<file path="config.mk">
export PLATFORM = sky130hd
export DESIGN_NAME = vd_line
export DESIGN_NICKNAME = d
export VERILOG_FILES = /design/src/rtl/vd_pkg.sv /design/src/rtl/vd_delay_ctrl.sv /design/src/rtl/vd_wr_pointer.sv /design/src/rtl/vd_sample_store.sv /design/src/rtl/vd_line.sv
export SDC_FILE = /design/constraint.sdc
export NUM_CORES = 1
export LEC_CHECK = 0
export BUFFER_PORTS_ARGS = -buffer_cell sky130_fd_sc_hd__buf_2
export CAP_MARGIN = 20
export CORE_MARGIN = 2
export CORE_UTILIZATION = 56
export CTS_CLUSTER_DIAMETER = 40
export CTS_CLUSTER_SIZE = 14
export DETAILED_ROUTE_END_ITERATION = 12
export PLACE_DENSITY = 0.78
export REMOVE_ABC_BUFFERS = 1
export SKIP_LAST_GASP = 1
export SLEW_MARGIN = 15
export SYNTH_ARGS = -nofsm -noshare
export SYNTH_HDL_FRONTEND = slang
export SYNTH_SLANG_ARGS = --single-unit
</file>
<file path="constraint.sdc">
create_clock -name clk -period 5.75 [get_ports clk]
set_input_delay 1.15 -clock clk [delete_from_list [all_inputs] [get_ports clk]]
set_output_delay 1.15 -clock clk [all_outputs]
set_load 0.01 [all_outputs]
</file>
<file path="src/rtl/vd_pkg.sv">
package vd_pkg;
    typedef enum logic [0:0] {
        VD_FILL = 1'b0,
        VD_RUN  = 1'b1
    } vd_phase_e;
endpackage

</file>
<file path="src/rtl/vd_delay_ctrl.sv">
module vd_delay_ctrl #(
    parameter int ADDR_W = 6,
    parameter int DLY_W  = 8
) (
    input  logic [DLY_W-1:0]  delay_req,
    output logic [ADDR_W-1:0] rd_off
);
    localparam int DEPTH = 1 << ADDR_W;
    localparam logic [DLY_W-1:0] DLY_MAX = DLY_W'(DEPTH);

    logic [DLY_W-1:0] dly_m1;
    assign dly_m1 = delay_req - DLY_W'(1);

    // clamp to 1..DEPTH, then subtract one for read latency
    always_comb begin
        if (delay_req == '0)
            rd_off = '0;
        else if (delay_req > DLY_MAX)
            rd_off = ADDR_W'(DEPTH - 1);
        else
            rd_off = dly_m1[ADDR_W-1:0];
    end
endmodule

</file>
<file path="src/rtl/vd_wr_pointer.sv">
module vd_wr_pointer
    import vd_pkg::*;
#(
    parameter int ADDR_W = 6
) (
    input  logic              clk,
    input  logic              rst_n,
    input  logic              adv,
    input  logic [ADDR_W-1:0] rd_off,
    output logic [ADDR_W-1:0] wr_ptr,
    output logic [ADDR_W-1:0] rd_addr,
    output logic              silent
);
    localparam logic [ADDR_W-1:0] PTR_LAST = '1;

    vd_phase_e phase_q, phase_d;

    always_ff @(posedge clk) begin
        if (!rst_n) begin
            phase_q <= VD_FILL;
            wr_ptr  <= '0;
        end else begin
            phase_q <= phase_d;
            if (adv) wr_ptr <= wr_ptr + ADDR_W'(1);
        end
    end

    always_comb begin
        phase_d = phase_q;
        unique case (phase_q)
            VD_FILL: if (adv && wr_ptr == PTR_LAST) phase_d = VD_RUN;
            VD_RUN:  phase_d = VD_RUN;
            default: phase_d = VD_FILL;
        endcase
    end

    always_comb begin
        rd_addr = wr_ptr - rd_off;
        unique case (phase_q)
            VD_FILL: silent = (rd_off > wr_ptr);
            VD_RUN:  silent = 1'b0;
            default: silent = 1'b1;
        endcase
    end

    p_ptr_step_r7: assert property (@(posedge clk) disable iff (!rst_n)
        adv |=> wr_ptr == $past(wr_ptr) + ADDR_W'(1));
    p_ptr_hold_r7: assert property (@(posedge clk) disable iff (!rst_n)
        !adv |=> $stable(wr_ptr));
    p_run_sticky_r9: assert property (@(posedge clk) disable iff (!rst_n)
        phase_q == VD_RUN |=> phase_q == VD_RUN);
endmodule

</file>
<file path="src/rtl/vd_sample_store.sv">
module vd_sample_store #(
    parameter int DATA_W = 16,
    parameter int ADDR_W = 6
) (
    input  logic                     clk,
    input  logic                     rst_n,
    input  logic                     we,
    input  logic [ADDR_W-1:0]        wr_addr,
    input  logic signed [DATA_W-1:0] wr_data,
    input  logic [ADDR_W-1:0]        rd_addr,
    output logic signed [DATA_W-1:0] rd_q
);
    localparam int DEPTH = 1 << ADDR_W;

    logic signed [DATA_W-1:0] mem [DEPTH];

    always_ff @(posedge clk) begin
        if (we) mem[wr_addr] <= wr_data;
    end

    // read port never writes; same-address read returns new data
    always_ff @(posedge clk) begin
        if (!rst_n)
            rd_q <= '0;
        else if (we)
            rd_q <= (rd_addr == wr_addr) ? wr_data : mem[rd_addr];
    end

    p_bypass_r3: assert property (@(posedge clk) disable iff (!rst_n)
        (we && rd_addr == wr_addr) |=> rd_q == $past(wr_data));
endmodule

</file>
<file path="src/rtl/vd_line.sv">
module vd_line #(
    parameter int DATA_W = 16,
    parameter int ADDR_W = 6,
    parameter int DLY_W  = 8
) (
    input  logic                     clk,
    input  logic                     rst_n,
    input  logic                     in_valid,
    input  logic signed [DATA_W-1:0] in_data,
    input  logic [DLY_W-1:0]         delay_req,
    output logic                     out_valid,
    output logic signed [DATA_W-1:0] out_data
);
    logic [ADDR_W-1:0]        rd_off, wr_ptr, rd_addr;
    logic                     silent, silent_q;
    logic signed [DATA_W-1:0] rd_q;

    vd_delay_ctrl #(.ADDR_W(ADDR_W), .DLY_W(DLY_W)) ctrl_i (
        .delay_req(delay_req),
        .rd_off   (rd_off)
    );

    vd_wr_pointer #(.ADDR_W(ADDR_W)) ptr_i (
        .clk    (clk),
        .rst_n  (rst_n),
        .adv    (in_valid),
        .rd_off (rd_off),
        .wr_ptr (wr_ptr),
        .rd_addr(rd_addr),
        .silent (silent)
    );

    vd_sample_store #(.DATA_W(DATA_W), .ADDR_W(ADDR_W)) store_i (
        .clk    (clk),
        .rst_n  (rst_n),
        .we     (in_valid),
        .wr_addr(wr_ptr),
        .wr_data(in_data),
        .rd_addr(rd_addr),
        .rd_q   (rd_q)
    );

    always_ff @(posedge clk) begin
        if (!rst_n) begin
            out_valid <= 1'b0;
            silent_q  <= 1'b1;
        end else begin
            out_valid <= in_valid;
            if (in_valid) silent_q <= silent;
        end
    end

    assign out_data = silent_q ? '0 : rd_q;

    p_valid_follow_r2: assert property (@(posedge clk) disable iff (!rst_n)
        in_valid |=> out_valid);
    p_valid_drop_r2: assert property (@(posedge clk) disable iff (!rst_n)
        !in_valid |=> !out_valid);
    p_idle_hold_r7: assert property (@(posedge clk) disable iff (!rst_n)
        !in_valid |=> $stable(out_data));
endmodule

</file>
==> reports/results.ini, run 1 <==
[yosys]
synth_edf_count = 1024
synth.cell_area_sq_um = 41100
yosys_warnings = 0
ys.flop_type = edfxtp_1
synthCells = 2116
ys_seq_area_frac = 0.760
synth_top_cells_by_count = edfxtp_1, nand2_1, mux4_2
synth-seq-cells = 1049
avgSynthCellArea_sq_um = 19.4
synthTopCellsByArea = edfxtp_1, mux4_2, nand2_1
synthArstFlopShare = 0
synth.distinct_cells = 53
yosysTopAreaCellShare = 0.747
synth_top_area_cell = edfxtp_1
post-synth-top-count-cell = edfxtp_1

[sta]
maxSlewViolCount = 0
max_freq_mhz = 208
hold_violations = 0
fin_skew_ns = 0.0406
rsz0062_at_grt = false
max_slew_margin = 0.298
setup_viol = 0
tightest_slew_ns = 1.05
period_share = 0.836
period_minus_slack_ns = 4.81

[layout]
nets = 2311
fillerInstances = 4549
fin_cells = 3321
syn2layout_area_growth_pct = 14.8
drive_above_1_share = 0.279

[worst_setup_path]
slowest_stage = fa_4
crit_type = input pin to flip-flop
worst_setup_path_end_kind = flip-flop
cp_slowest_stage_delay_ns = 1.05
cp_common_cell = o21ai_0
path_max_fanout = 25
cp_top_family = compound AO/OA/AOI/OAI gates
startpoint_type = input pin
arrival_ns = 5.35
critPathBufInv = 3
required_ns = 6.29
crit_chain = buf_2, inv_1, ha_1, nor4b_1, nand2_1, o21ai_0, o21ai_0, ha_4, fa_4, buf_12, mux4_2, a221oi_1, a31oi_1, a32oi_1, a31o_2, nand3_1

[global_route]
antenna_found_initial = 3
grt_overflow_total = 0
track_usage = 0.278
grt_pass1_wl_um = 150000
grt_max_degree = 66
grt_pass1_vias = 22015

[cts]
post_cts_buffers = 0
clk_latency_ns = 0.69
numCtsBuffers = 113
clk_path_buf_depth = 3
cts-root-buf = clkbuf_16
clock_sinks = 1049
clkSlewWorstSetupHoldPaths_ns = 0.06
cts_max_level = 3
cts_resized = 0
cts_tree = done
ctsHoldBuffers = 0

[place]
post-dp-hpwl_um = 57300
io_buffers = 43
place_congestion = 0.938
dp_cells = 3117

[drt]
dr.pass1.iters = 8
drt-vias-per-instance = 6.69
wl_um = 104000
drt-wirelength-per-cell_um = 31.3
first_iter_violations = 3722
antenna_left = 0
num_vias = 22231
drc = 0

[hold_path]
holdCritPathClass = flip-flop to flip-flop

[floorplan]
rows = 99
num_io_pins = 44
core_region_area_sq_um = 72800
die_h_um = 275
start_util = 0.565
die_area_sq_um = 75600
die_width_um = 275

[power_and_ir_drop]
p_int_mw = 13.6
combPwrFrac = 0.104
pwr-share-seq = 0.475
powerDensity_nw_per_um2 = 377
p_leak_nw = 15.2
sw_frac_of_total = 0.237
ir_drop_mv = 0.313
p_switching_mw = 4.23
clock_power_share = 0.422
total_power_mw = 17.8

[run]
maxCapViolCount = 0

[run_status]
status = completed

-- logic make-up after synthesis --
| logic type | after synthesis | synth area share |
|---|---|---|
| flip-flops | 1049 | 0.760 |
| AND/OR/NAND/NOR | 568 | 0.0627 |
| multiplexers | 258 | 0.141 |
| buffers and inverters | 132 | 0.0137 |
| AO/OA/AOI/OAI | 84 | 0.0165 |
| XOR/XNOR | 15 | 0.00371 |
| adder cells (fa/ha/maj) | 10 | 0.00322 |
-- placed cells by master, fill, tap and decap left out, types with 10 or more instances in the layout --
| cell | instances |
|---|---|
| edfxtp_1 | 1024 |
| nand2_1 | 260 |
| mux4_2 | 256 |
| nand3_1 | 153 |
| clkbuf_16 | 114 |
| buf_4 | 105 |
| nor2_1 | 53 |
| buf_2 | 43 |
| dfxtp_1 | 25 |
| nor2b_1 | 23 |
| buf_12 | 19 |
| nand4_1 | 18 |
| and2_1 | 18 |
| bufinv_16 | 17 |
| a221oi_1 | 16 |
| a31oi_1 | 16 |
| a32oi_1 | 16 |
| clkinvlp_4 | 16 |
| a31o_2 | 11 |
| clkinv_2 | 11 |
| clkinv_4 | 10 |
-- power by group through the flow --
stage	Sequential (mW)	Clock [mW]	Combinational [mW]
6_report	8.46	7.52	1.85
3_3_place_gp	8.61	0	1.76
5_1_grt	8.45	7.84	1.93
2_1_floorplan	8.60	0	1.54
3_5_place_dp	8.61	0	1.80
4_1_cts	8.45	7.56	1.83
-- layer usage --
layer | up-vias | part of all wire | track usage
li1 | 8871 | - | -
met1 | 11507 | 0.37 | 0.395
met2 | 1637 | 0.47 | 0.424
met3 | 212 | 0.12 | 0.0706
met4 | 4 | 0.035 | 0.0994
met5 | - | 0.00022 | 0
-- path summary, 6_finish.rpt --
check / slack (ns) / to / cells past startpoint / from
max: 0.94 / store_i.rd_q[6]$_SDFFE_PN0P_ / 16 / delay_req[0]
min: 0.49 / ptr_i.phase_q$_SDFF_PN0_ / 1 / ptr_i.phase_q$_SDFF_PN0_
max reg2reg: 1.28 / store_i.rd_q[6]$_SDFFE_PN0P_ / 10 / ptr_i.wr_ptr[0]$_SDFFE_PN0P_
min reg2reg: 0.49 / ptr_i.phase_q$_SDFF_PN0_ / 1 / ptr_i.phase_q$_SDFF_PN0_
-- registers in the layout, summed over array words and instances, names as in the netlist --
signal	flops
store_i.rd_q	16
silent_q	1
ptr_i.wr_ptr	6
ptr_i.phase_q	1
store_i.mem	1024
out_valid	1
-- layout make-up --
cell class	instances	area, sq um	area share
diodes	1	2.50	0.0000530
clock buffers	122	2880	0.0610
flip-flops and latches	1049	31300	0.661
well taps	959	1200	0.0254
clock inverters	80	1020	0.0217
repair buffers	168	1400	0.0296
multi-input cells	935	9460	0.200
inverters	7	26.3	0.000556
-- through the flow --
| step | worst slack [ns] | util | setup TNS (ns) | area [sq um] | hold slack, ns |
|---|---|---|---|---|---|
| final | 0.941 | 0.649 | 0 | 47200 | 0.490 |
| after global routing | 0.777 | 0.649 | 0 | 47200 | 0.496 |
| after CTS | 0.957 | 0.648 | 0 | 47200 | 0.485 |
| after detailed placement | 0.325 | 0.595 | 0 | 43300 | 0.457 |
| after global placement | 0.279 | 0.595 | 0 | 43300 | 0.442 |
| after floorplan | -7.55 | - | -120.62 | 40600 | 0.431 |
-- worst register-to-register path: cells and delay by family (launching register included) --
| family | cells | cell delay (ns) |
|---|---|---|
| buffers and inverters | 2 | 0.60 |
| multiplexers | 1 | 0.37 |
| flip-flops | 1 | 0.80 |
| AO/OA/AOI/OAI | 4 | 1.15 |
| AND/OR/NAND/NOR | 1 | 0.11 |
| adder cells (fa/ha/maj) | 2 | 1.32 |
No activity file was read; power rests on OpenSTA's default activity.
==> run 2, diff against run 1 <==
PLACE_DENSITY = 0.81   (was 0.78)
clock period = 4.05 ns   (was 5.75 ns; I/O delays follow)
==> run 2 against run 1 <==
- flip-flop and latch count stayed put
- cell count is 3.3% higher
- largest cell class unchanged
- clock power up 46%
- power grew 46%
- critical path type unchanged
- critical endpoint is now store_i.rd_q[8]$_SDFFE_PN0P_
- largest power group unchanged
- setup slack got worse by 0.89 ns
==> reports/results.ini, run 2 (synthesized netlist as in run 1, its figures left out) <==
[run_status]
status = completed  ; unchanged

[drt]
drt-vias-per-instance = 6.81  ; was 6.69
antenna_left = 0  ; unchanged
drt-wirelength-per-cell_um = 32.7  ; was 31.3 um
first_iter_violations = 4125  ; was 3722
dr.pass1.iters = 8  ; unchanged
drc = 0  ; unchanged
num_vias = 23336  ; was 22231
wl_um = 112000  ; was 104000 um

[power_and_ir_drop]
ir_drop_mv = 0.416  ; was 0.313 mV
powerDensity_nw_per_um2 = 533  ; was 377 nW/um^2
p_leak_nw = 16.1  ; was 15.2 nW

[worst_setup_path]
cp_common_cell = inv_1  ; was o21ai_0
path_max_fanout = 6  ; was 25
slowest_stage = fa_4  ; unchanged
r2r_start = ptr_i.wr_ptr[0]$_SDFFE_PN0P_  ; unchanged
startpoint_type = input pin  ; unchanged
cp.depth = 19  ; was 16
cp_top_family = compound AO/OA/AOI/OAI gates  ; unchanged
critPathBufInv = 6  ; was 3
r2r_slack_ns = 0.63  ; was 1.28 ns
required_ns = 4.64  ; was 6.29 ns
r2r_end = store_i.rd_q[8]$_SDFFE_PN0P_  ; was store_i.rd_q[6]$_SDFFE_PN0P_
ff2ff_path_depth = 12  ; was 10
cp_slowest_stage_delay_ns = 0.87  ; was 1.05 ns
crit_type = input pin to flip-flop  ; unchanged
crit_chain = buf_2, inv_1, ha_1, nor4b_4, nand2_2, nor2_4, buf_6, o21a_1, inv_1, fa_4, buf_4, buf_12, mux4_2, and2_1, a221oi_2, a31oi_4, a32oi_2, a31o_2, nand3_1  ; was buf_2, inv_1, ha_1, nor4b_1, nand2_1, o21ai_0, o21ai_0, ha_4, fa_4, buf_12, mux4_2, a221oi_1, a31oi_1, a32oi_1, a31o_2, nand3_1
arrival_ns = 4.59  ; was 5.35 ns
worst_setup_path_end_kind = flip-flop  ; unchanged

[global_route]
grt_overflow_total = 0  ; unchanged
grt_pass1_vias = 23251  ; was 22015
grt_pass1_wl_um = 159000  ; was 150000 um
grt.busiest_layer = met2  ; unchanged
use_met1 = 0.388  ; was 0.395
antenna_found_initial = 2  ; was 3
grt_max_degree = 59  ; was 66
grtUsageMet2 = 0.477  ; was 0.424
track_usage = 0.296  ; was 0.278
grt_util_met3 = 0.0688  ; was 0.0706

[sta]
period_share = 0.988
tns_ns = 0  ; unchanged
maxSlewViolCount = 0  ; unchanged
max_slew_margin = 0.233  ; was 0.298
fin_skew_ns = 0.0547  ; was 0.0406 ns
period_minus_slack_ns = 4.00
tightest_slew_ns = 1.15  ; was 1.05 ns
max_freq_mhz = 250
fin_ws_ns = 0.0489  ; was 0.941 ns
setup_viol = 0  ; unchanged
hold_violations = 0  ; unchanged

[layout]
final_util = 0.671  ; was 0.649
top_register = store_i.mem  ; unchanged
layout_commonest_cell = edfxtp_1  ; unchanged
fin_cells = 3429  ; was 3321
largestRegisters = store_i.mem: 1024 flops, store_i.rd_q: 16 flops, ptr_i.wr_ptr: 6 flops  ; unchanged
syn2layout_area_growth_pct = 18.8  ; was 14.8%
drive_above_1_share = 0.317  ; was 0.279
final_cell_mix = edfxtp_1, nand2_1, mux4_2  ; unchanged
nets = 2411  ; was 2311
largest_reg_flops = 1024  ; unchanged

[floorplan]
rows = 99  ; unchanged
num_io_pins = 44  ; unchanged
start_util = 0.565  ; unchanged
die_h_um = 275  ; unchanged
die_area_sq_um = 75600  ; unchanged
core_region_area_sq_um = 72800  ; unchanged
die_width_um = 275  ; unchanged

[cts]
clock_sinks = 1049  ; unchanged
clk_latency_ns = 0.70  ; was 0.69 ns
cts_max_level = 3  ; unchanged
cts-root-buf = clkbuf_16  ; unchanged
ctsHoldBuffers = 0  ; unchanged
clk_path_buf_depth = 3  ; unchanged
cts_tree = done  ; unchanged
numCtsBuffers = 114  ; was 113
clkSlewWorstSetupHoldPaths_ns = 0.07  ; was 0.06 ns

[hold_path]
min_to = silent_q$_SDFFE_PN1P_  ; was ptr_i.phase_q$_SDFF_PN0_
hold_depth = 2  ; was 1
holdCritPathClass = input pin to flip-flop  ; was flip-flop to flip-flop
hold_start = rst_n  ; was ptr_i.phase_q$_SDFF_PN0_

[place]
io_buffers = 43  ; unchanged
post-dp-hpwl_um = 63900  ; was 57300 um
dp_cells = 3196  ; was 3117
place_congestion = 0.956  ; was 0.938
dp_slack_ns = -0.772  ; was 0.325 ns

[run]
maxCapViolCount = 0  ; unchanged

[run 2: cell count changes in the layout (fill, tap and decap cells not counted), moves of 7 or more]
cell / change
buf_4: +59
buf_12: +34
a221oi_1: -12
a221oi_2: +12
clkbuf_16: +10
a31oi_1: -8
nor2_1: +8
nor2_2: -8
a31oi_2: +7
clkinvlp_4: -7
[run 2: cell type report]
cell class                      count  area, sq um
Sequential cell                  1049        31300
Fill cell                        4341        24000
Multi-Input combinational cell    935         9650
Clock buffer                      131         3020
Timing Repair Buffer              267         2700
Tap cell                          959         1200
Clock inverter                     80         1010
Inverter                            7         26.3
Antenna cell                        1         2.50
[run 2: power breakdown]
part | internal [mW] | switching, mW | leakage (nW) | total, mW
Combinational | 1.35 | 1.77 | 4.71 | 3.11
Sequential | 12.0 | 0.0297 | 9.42 | 12.0
Clock | 6.48 | 4.49 | 1.95 | 11.0
[run 2: timing repair]
action / 4_1_cts / 5_1_grt
setup buffers: 0 / 13
cloned: 0 / 5
resized for setup: 2 / 38
endpoints found under the setup margin: 2 / 16
pin swaps: 0 / 10
[run 2: metrics by stage]
stage               power [mW]  hold slack (ns)  area (sq um)
global route              26.6            0.460         48900
detailed placement        15.0            0.449         44300
floorplan                 14.4            0.431         40600
global placement          14.9            0.443         44300
CTS                       25.9            0.413         48300
finish                    26.1            0.453         48900
[run 2: worst max path at each step]
stage                       startpoint                       endpoint  slack, ns
after floorplan           delay_req[0]  store_i.rd_q[10]$_SDFFE_PN0P_      -8.91
after global placement    delay_req[0]  store_i.rd_q[10]$_SDFFE_PN0P_      -0.71
after detailed placement  delay_req[0]   store_i.rd_q[8]$_SDFFE_PN0P_      -0.77
after CTS                 delay_req[0]   store_i.rd_q[2]$_SDFFE_PN0P_       0.02
after global routing      delay_req[0]   store_i.rd_q[8]$_SDFFE_PN0P_      -0.09
final                     delay_req[0]   store_i.rd_q[8]$_SDFFE_PN0P_       0.05
[run 2: worst register-to-register path, stage by stage, from the launching register on]
cell,delay (ns)
dfxtp_1,0.33
inv_1,0.15
ha_4,0.22
fa_4,0.83
buf_4,0.15
buf_12,0.13
mux4_2,0.29
and2_1,0.20
a221oi_2,0.32
a31oi_4,0.12
a32oi_2,0.32
a31o_2,0.20
nand3_1,0.06
[run 2: per-layer routing]
layer / vias up / wire, um
met5: - / 13
met3: 350 / 13500
met4: 2 / 5640
met2: 1953 / 54700
li1: 9110 / -
met1: 11921 / 38400
